`config.mk`:
```
export PLATFORM = sky130hd
export DESIGN_NAME = f2i_trunc_conv
export DESIGN_NICKNAME = d
export VERILOG_FILES = /design/src/rtl/f2i_pkg.sv /design/src/rtl/f2i_classify.sv /design/src/rtl/f2i_align.sv /design/src/rtl/f2i_pack.sv /design/src/rtl/f2i_trunc_conv.sv
export SDC_FILE = /design/constraint.sdc
export NUM_CORES = 1
export LEC_CHECK = 0
export BUFFER_PORTS_ARGS = -buffer_cell sky130_fd_sc_hd__buf_2
export CAP_MARGIN = 20
export CELL_PAD_IN_SITES_DETAIL_PLACEMENT = 1
export CELL_PAD_IN_SITES_GLOBAL_PLACEMENT = 1
export CORE_ASPECT_RATIO = 0.9
export CORE_MARGIN = 3
export CORE_UTILIZATION = 45
export DETAILED_ROUTE_END_ITERATION = 10
export PLACE_DENSITY_LB_ADDON = 0.1
export SLEW_MARGIN = 15
export SYNTH_ARGS = -nofsm -noshare
export SYNTH_HDL_FRONTEND = slang
export SYNTH_SLANG_ARGS = --single-unit
```
`constraint.sdc`:
```
create_clock -name clk -period 4 [get_ports clk]
set_input_delay 0.8 -clock clk [delete_from_list [all_inputs] [get_ports clk]]
set_output_delay 0.8 -clock clk [all_outputs]
set_load 0.005 [all_outputs]
```
`src/rtl/f2i_pkg.sv`:
```
package f2i_pkg;
  localparam int FP_W   = 32;
  localparam int EXP_W  = 8;
  localparam int MAN_W  = 23;
  localparam int INT_W  = 32;
  localparam int SHW    = 5;
  localparam int WIDE_W = INT_W - 1 + MAN_W;

  localparam logic [EXP_W-1:0] EXP_BIAS  = EXP_W'(127);
  localparam logic [EXP_W-1:0] EXP_LIMIT = EXP_W'(127 + INT_W - 1);
  localparam logic [EXP_W-1:0] EXP_ONES  = '1;

  localparam logic [INT_W-1:0] INT_POS_SAT = {1'b0, {(INT_W-1){1'b1}}};
  localparam logic [INT_W-1:0] INT_NEG_SAT = {1'b1, {(INT_W-1){1'b0}}};

  // bit 2 flushed, bit 1 invalid, bit 0 inexact
  typedef struct packed {
    logic flushed;
    logic invalid;
    logic inexact;
  } f2i_flags_t;

  typedef enum logic [2:0] {
    CL_ZERO,
    CL_DENORM,
    CL_NAN,
    CL_INF,
    CL_TINY,
    CL_BIG,
    CL_MINEDGE,
    CL_NORMAL
  } f2i_class_t;
endpackage

```
`src/rtl/f2i_classify.sv`:
```
module f2i_classify
  import f2i_pkg::*;
(
  input  logic [FP_W-1:0]  operand,
  output logic             sign,
  output f2i_class_t       cls,
  output logic [SHW-1:0]   shamt,
  output logic [MAN_W:0]   mant
);
  logic [EXP_W-1:0] ex;
  logic [MAN_W-1:0] frac;
  logic [EXP_W-1:0] unb;

  assign sign = operand[FP_W-1];
  assign ex   = operand[FP_W-2:MAN_W];
  assign frac = operand[MAN_W-1:0];
  assign unb  = ex - EXP_BIAS;
  assign mant = {1'b1, frac};

  always_comb begin
    shamt = '0;
    if (ex == EXP_ONES) begin
      cls = (frac != '0) ? CL_NAN : CL_INF;
    end else if (ex == '0) begin
      cls = (frac != '0) ? CL_DENORM : CL_ZERO;
    end else if (ex < EXP_BIAS) begin
      cls = CL_TINY;
    end else if (ex >= EXP_LIMIT) begin
      cls = (sign && ex == EXP_LIMIT && frac == '0) ? CL_MINEDGE : CL_BIG;
    end else begin
      cls   = CL_NORMAL;
      shamt = unb[SHW-1:0];
    end
  end
endmodule

```
`src/rtl/f2i_align.sv`:
```
module f2i_align
  import f2i_pkg::*;
(
  input  logic [MAN_W:0]   mant,
  input  logic [SHW-1:0]   shamt,
  output logic [INT_W-2:0] mag,
  output logic             lost
);
  logic [WIDE_W-1:0] wide;

  assign wide = {{(WIDE_W-MAN_W-1){1'b0}}, mant} << shamt;
  assign mag  = wide[WIDE_W-1:MAN_W];
  assign lost = |wide[MAN_W-1:0];
endmodule

```
`src/rtl/f2i_pack.sv`:
```
module f2i_pack
  import f2i_pkg::*;
(
  input  f2i_class_t       cls,
  input  logic             sign,
  input  logic [INT_W-2:0] mag,
  input  logic             lost,
  input  logic             guard_on,
  output logic [INT_W-1:0] result,
  output f2i_flags_t       flags
);
  logic [INT_W-1:0] raw;
  f2i_flags_t       rawf;
  logic [INT_W-1:0] sat;

  assign sat = sign ? INT_NEG_SAT : INT_POS_SAT;

  always_comb begin
    raw  = '0;
    rawf = '0;
    unique case (cls)
      CL_DENORM:  rawf.flushed = 1'b1;
      CL_NAN:     rawf.invalid = 1'b1;
      CL_INF,
      CL_BIG: begin
        raw          = sat;
        rawf.invalid = 1'b1;
      end
      CL_TINY:    rawf.inexact = 1'b1;
      CL_MINEDGE: raw = INT_NEG_SAT;
      CL_NORMAL: begin
        raw          = sign ? (~{1'b0, mag} + 1'b1) : {1'b0, mag};
        rawf.inexact = lost;
      end
      default: ;
    endcase
  end

  assign result = guard_on ? raw  : '0;
  assign flags  = guard_on ? rawf : '0;
endmodule

```
`src/rtl/f2i_trunc_conv.sv`:
```
module f2i_trunc_conv
  import f2i_pkg::*;
#(
  parameter int TAG_W = 6
) (
  input  logic             clk,
  input  logic             rst_n,
  input  logic             in_valid,
  output logic             in_ready,
  input  logic [FP_W-1:0]  in_operand,
  input  logic             in_guard,
  input  logic [TAG_W-1:0] in_tag,
  output logic             out_valid,
  input  logic             out_ready,
  output logic [INT_W-1:0] out_result,
  output logic [2:0]       out_flags,
  output logic             out_write,
  output logic [TAG_W-1:0] out_tag
);
  logic adv;

  // stage 1: classification
  logic             c_sign;
  f2i_class_t       c_cls;
  logic [SHW-1:0]   c_shamt;
  logic [MAN_W:0]   c_mant;

  logic             s1_v, s1_gd, s1_sign;
  logic [TAG_W-1:0] s1_tag;
  f2i_class_t       s1_cls;
  logic [SHW-1:0]   s1_shamt;
  logic [MAN_W:0]   s1_mant;

  // stage 2: alignment
  logic [INT_W-2:0] a_mag;
  logic             a_lost;

  logic             s2_v, s2_gd, s2_sign, s2_lost;
  logic [TAG_W-1:0] s2_tag;
  f2i_class_t       s2_cls;
  logic [INT_W-2:0] s2_mag;

  // stage 3: sign, saturation, guard
  logic [INT_W-1:0] p_result;
  f2i_flags_t       p_flags;

  logic             s3_v, s3_wr;
  logic [TAG_W-1:0] s3_tag;
  logic [INT_W-1:0] s3_result;
  f2i_flags_t       s3_flags;

  assign adv      = !s3_v || out_ready;
  assign in_ready = adv;

  f2i_classify u_cls (
    .operand (in_operand),
    .sign    (c_sign),
    .cls     (c_cls),
    .shamt   (c_shamt),
    .mant    (c_mant)
  );

  always_ff @(posedge clk or negedge rst_n) begin
    if (!rst_n) begin
      s1_v     <= 1'b0;
      s1_gd    <= 1'b0;
      s1_sign  <= 1'b0;
      s1_tag   <= '0;
      s1_cls   <= CL_ZERO;
      s1_shamt <= '0;
      s1_mant  <= '0;
    end else if (adv) begin
      s1_v     <= in_valid;
      s1_gd    <= in_guard;
      s1_sign  <= c_sign;
      s1_tag   <= in_tag;
      s1_cls   <= c_cls;
      s1_shamt <= c_shamt;
      s1_mant  <= c_mant;
    end
  end

  f2i_align u_aln (
    .mant  (s1_mant),
    .shamt (s1_shamt),
    .mag   (a_mag),
    .lost  (a_lost)
  );

  always_ff @(posedge clk or negedge rst_n) begin
    if (!rst_n) begin
      s2_v    <= 1'b0;
      s2_gd   <= 1'b0;
      s2_sign <= 1'b0;
      s2_lost <= 1'b0;
      s2_tag  <= '0;
      s2_cls  <= CL_ZERO;
      s2_mag  <= '0;
    end else if (adv) begin
      s2_v    <= s1_v;
      s2_gd   <= s1_gd;
      s2_sign <= s1_sign;
      s2_lost <= a_lost;
      s2_tag  <= s1_tag;
      s2_cls  <= s1_cls;
      s2_mag  <= a_mag;
    end
  end

  // stage-to-stage transfer keeps tag and order
  assert_advance_R9: assert property (@(posedge clk) disable iff (!rst_n)
    (adv && s1_v) |=> (s2_v && s2_tag == $past(s1_tag)));

  f2i_pack u_pk (
    .cls      (s2_cls),
    .sign     (s2_sign),
    .mag      (s2_mag),
    .lost     (s2_lost),
    .guard_on (s2_gd),
    .result   (p_result),
    .flags    (p_flags)
  );

  always_ff @(posedge clk or negedge rst_n) begin
    if (!rst_n) begin
      s3_v      <= 1'b0;
      s3_wr     <= 1'b0;
      s3_tag    <= '0;
      s3_result <= '0;
      s3_flags  <= '0;
    end else if (adv) begin
      s3_v      <= s2_v;
      s3_wr     <= s2_gd;
      s3_tag    <= s2_tag;
      s3_result <= p_result;
      s3_flags  <= p_flags;
    end
  end

  assign out_valid  = s3_v;
  assign out_write  = s3_wr;
  assign out_tag    = s3_tag;
  assign out_result = s3_result;
  assign out_flags  = s3_flags;

  // a guarded NaN leaving stage 2 must surface as zero with invalid
  assert_nan_zero_R7: assert property (@(posedge clk) disable iff (!rst_n)
    (adv && s2_v && s2_gd && s2_cls == CL_NAN) |=>
      (out_flags == 3'b010 && out_result == '0));

  assert_hold_R10: assert property (@(posedge clk) disable iff (!rst_n)
    (out_valid && !out_ready) |=>
      (out_valid && $stable(out_result) && $stable(out_flags) &&
       $stable(out_tag) && $stable(out_write)));

  assert_quiet_R8: assert property (@(posedge clk) disable iff (!rst_n)
    (out_valid && !out_write) |-> (out_flags == '0 && out_result == '0));

  assert_one_flag_R11: assert property (@(posedge clk) disable iff (!rst_n)
    out_valid |-> $onehot0(out_flags));

  assert_flush_zero_R3: assert property (@(posedge clk) disable iff (!rst_n)
    (out_valid && out_flags[2]) |-> out_result == '0);

  assert_invalid_values_R5: assert property (@(posedge clk) disable iff (!rst_n)
    (out_valid && out_flags[1]) |->
      (out_result == '0 || out_result == INT_POS_SAT || out_result == INT_NEG_SAT));
endmodule

```
==> reports/metrics.yaml <==
layout:
  seq_area_sq_um: 3200
  n_antenna_cell: 0
  multi_input_logic_area_sq_um: 3660
  area_growth_pct: 16.6
  fin_nets: 866
  fillers: 1816
  share_of_final_layout_standard_cells_stronger_than_drive_strength_1: 0.195
  most-common-layout-cells: "sky130_fd_sc_hd__nand2_1, sky130_fd_sc_hd__dfrtp_1, sky130_fd_sc_hd__buf_2, sky130_fd_sc_hd__o21ai_0, sky130_fd_sc_hd__a21oi_1"
  mostFrequentLayoutCell: "sky130_fd_sc_hd__nand2_1"
  layout.cell_area.non_filler_sq_um: 8320
sta:
  finalWorstPathRequiredPeriod_ps: 3370
  whs_ps: 426
  tightest_slew_ps: 1060
  final.period_utilization: 0.844
  finalSetupViolations: 0
  final_max_slew_viol_count: 0
  grt_setup_unrepaired: "no"
  finClkSkew_ps: 7.80
  worst_slack_ps: 626
  sum_neg_setup_slack_ps: 0
  max_freq_ghz: 0.296
  max-slew-margin-rel: 0.293
  final_hold_viol_count: 0
global_routing:
  antenna_found_initial: 0
  global_route.usage.total: 0.227
  grt_start_max_net_pins: 79
  grt_remaining_overflow: 0
  grt_pass1_vias: 6205
  grt_first_pass_wirelength_um: 32300
job:
  timing.max_cap.violations: 0
worst_hold_path:
  min_path_type: "primary input to asynchronous set/reset pin"
floorplanning:
  initial_utilization: 0.461
  core-area_sq_um: 15500
  num_rows: 43
  dieArea_sq_um: 17400
  ioPinCount: 87
  die_w_um: 139
  y_dimension_of_the_die_um: 125
worst_setup_path:
  critPathRequiredTime_ps: 4300
  timing.critical_path.from_type: "register"
  timing.critical_path.max_delay_family: "flip-flops"
  timing.critical_path.buf_inv: 1
  timing.critical_path.slowest_stage_cell: "sky130_fd_sc_hd__dfrtp_1"
  worst_ep_arrival_time_ps: 3680
  critical_path_max_stage_delay_ps: 950
  timing.critical_path.to_type: "register"
  critPathKind: "register to register"
  crit_chain: "buf_4, mux4_2, mux2_2, or2_1, a2111o_1, o41ai_2, a21oi_1"
  worstPathMaxFanout: 22
route:
  antenna_violating_nets_post_route: 0
  detail_route.drc_violations: 0
  vias: 5867
  wl_per_cell_um: 18.4
  detail_route.vias_per_cell: 5.68
  detail_route.first_pass.iterations: 4
  wl_um: 19100
  initialDrtViolationCount: 350
logic_synthesis:
  synthDistinctLibCells: 63
  ys_warn_count: 0
  synth_seq_cells: 128
  mappedNetlistNets: 808
  post_syn_area_sq_um: 7140
  synth_edf_count: 0
  syn-instance-count: 761
  syn_avg_cell_area_sq_um: 9.38
  asyncSetResetFlopFracSynth: 1.00
  synth_seq_area_share: 0.449
  synth-main-ff-cell: "sky130_fd_sc_hd__dfrtp_1"
cts:
  cts-hold-fix-buffers: 0
  tritoncts.num_buffers: 17
  tritoncts_clock_tree: "done"
  h-tree-depth: 4
  clk_latency_ps: 420
  cts.clk_slew.worst_paths_ps: 60
  clock-sinks: 128
  post_cts_resize_count: 0
  maximum_clock_path_buffer_count: 2
  root_buffer: "sky130_fd_sc_hd__clkbuf_16"
  cts_setup_buffers: 0
place:
  io_buffers: 86
  placement.setup.worst_slack_ps: 612
  dp_hpwl_um: 13500
  placed_cell_areas_sq_um: 7670
  gpl.final_weighted_congestion: 0.875
pwr:
  finalPower_w: 0.00539
  peakVddDrop_uv: 332
  p_leak_nw: 3.87
  cellPowerDensity_nw_per_um2: 647
status:
  run_status: "completed"
==> registers in the layout, summed over array words and instances (netlist names), 3 cells and up <==
register	cells
out_result	32
s1_tag	6
s2_tag	6
out_flags	3
s1_shamt	5
s1_cls	3
out_tag	6
s2_mag	31
s2_cls	3
s1_mant	24
==> synth_stat cells, types with 2 or more instances <==
cell	instances	share of area
sky130_fd_sc_hd__a22o_1	12	0.015
sky130_fd_sc_hd__or2_1	2	0.0018
sky130_fd_sc_hd__nand3_1	17	0.012
sky130_fd_sc_hd__clkbuf_1	43	0.023
sky130_fd_sc_hd__nor2b_1	4	0.0035
sky130_fd_sc_hd__or2_2	2	0.0018
sky130_fd_sc_hd__nand2_1	200	0.11
sky130_fd_sc_hd__o41ai_2	2	0.0046
sky130_fd_sc_hd__o22ai_1	6	0.0053
sky130_fd_sc_hd__o21ai_0	47	0.033
sky130_fd_sc_hd__o41ai_1	5	0.0061
sky130_fd_sc_hd__nor3b_1	2	0.0021
sky130_fd_sc_hd__buf_2	3	0.0021
sky130_fd_sc_hd__mux2_1	4	0.0063
sky130_fd_sc_hd__xnor2_1	2	0.0025
sky130_fd_sc_hd__o21a_1	4	0.0042
sky130_fd_sc_hd__o221ai_1	4	0.0049
sky130_fd_sc_hd__o31ai_1	10	0.011
sky130_fd_sc_hd__mux2i_1	25	0.035
sky130_fd_sc_hd__mux4_1	9	0.033
sky130_fd_sc_hd__nand4_1	6	0.0053
sky130_fd_sc_hd__nor2_1	26	0.014
sky130_fd_sc_hd__nand3b_1	4	0.0042
sky130_fd_sc_hd__nor3_1	4	0.0028
sky130_fd_sc_hd__o21ai_1	24	0.017
sky130_fd_sc_hd__buf_1	8	0.0042
sky130_fd_sc_hd__nand2b_1	3	0.0026
sky130_fd_sc_hd__o211ai_1	3	0.0032
sky130_fd_sc_hd__ha_1	4	0.0070
sky130_fd_sc_hd__mux4_2	13	0.041
sky130_fd_sc_hd__mux2_2	13	0.021
sky130_fd_sc_hd__or4_1	2	0.0021
sky130_fd_sc_hd__xor2_1	31	0.038
sky130_fd_sc_hd__dfrtp_1	128	0.45
sky130_fd_sc_hd__a31oi_1	2	0.0018
sky130_fd_sc_hd__nor4_1	9	0.0079
sky130_fd_sc_hd__or3_1	4	0.0035
sky130_fd_sc_hd__inv_1	10	0.0053
sky130_fd_sc_hd__a21oi_1	40	0.028
==> final timing paths <==
kind | startpoint | endpoint | slack, ps | cells past startpoint
max | s1_shamt[0] | s2_lost | 630 | 7
min | rst_n | out_result[24] | 430 | 1
max reg2reg | s1_shamt[0] | s2_lost | 630 | 7
min reg2reg | s2_v | s2_v | 460 | 2
max in group asynchronous | rst_n | out_result[1] | 2720 | 2
min in group clk | s2_v | s2_v | 460 | 2
==> layout make-up <==
cell class                 instances  area share
clock buffer                      18      0.0528
clock inverter                    13      0.0253
inverter                          11     0.00496
multi-input combinational        566       0.440
sequential                       128       0.385
tap                              202      0.0304
timing repair buffer              95      0.0616
==> worst register-to-register path, cell delays in order, from the launching register on <==
cell,delay (ps)
sky130_fd_sc_hd__dfrtp_1,950
sky130_fd_sc_hd__buf_4,370
sky130_fd_sc_hd__mux4_2,540
sky130_fd_sc_hd__mux2_2,290
sky130_fd_sc_hd__or2_1,230
sky130_fd_sc_hd__a2111o_1,430
sky130_fd_sc_hd__o41ai_2,330
sky130_fd_sc_hd__a21oi_1,110
==> logic make-up after synthesis <==
kind of cell / share of synthesized area
simple gates: 0.176
compound gates: 0.151
flops: 0.449
buf+inv: 0.0391
mux: 0.136
xor+xnor: 0.0405
fa+ha+maj: 0.00841
==> per-stage QoR <==
stage	std cells	util
after global placement	1002	0.495
final	1033	0.537
after global routing	1033	0.537
after detailed placement	1002	0.495
after CTS	1033	0.537
after floorplan	761	-
==> layer usage <==
layer	GRT usage	wire [um]
met1	0.292	8490
met2	0.392	9580
met3	0.0478	747
met4	0.0610	240
met5	0	0
==> power breakdown <==
group          switching, W  internal (W)  leakage [nW]
registers          0.000353       0.00160          1.64
logic              0.000991      0.000732          1.92
clock network      0.000589       0.00112         0.312
Power figures use the tool's default switching activity.
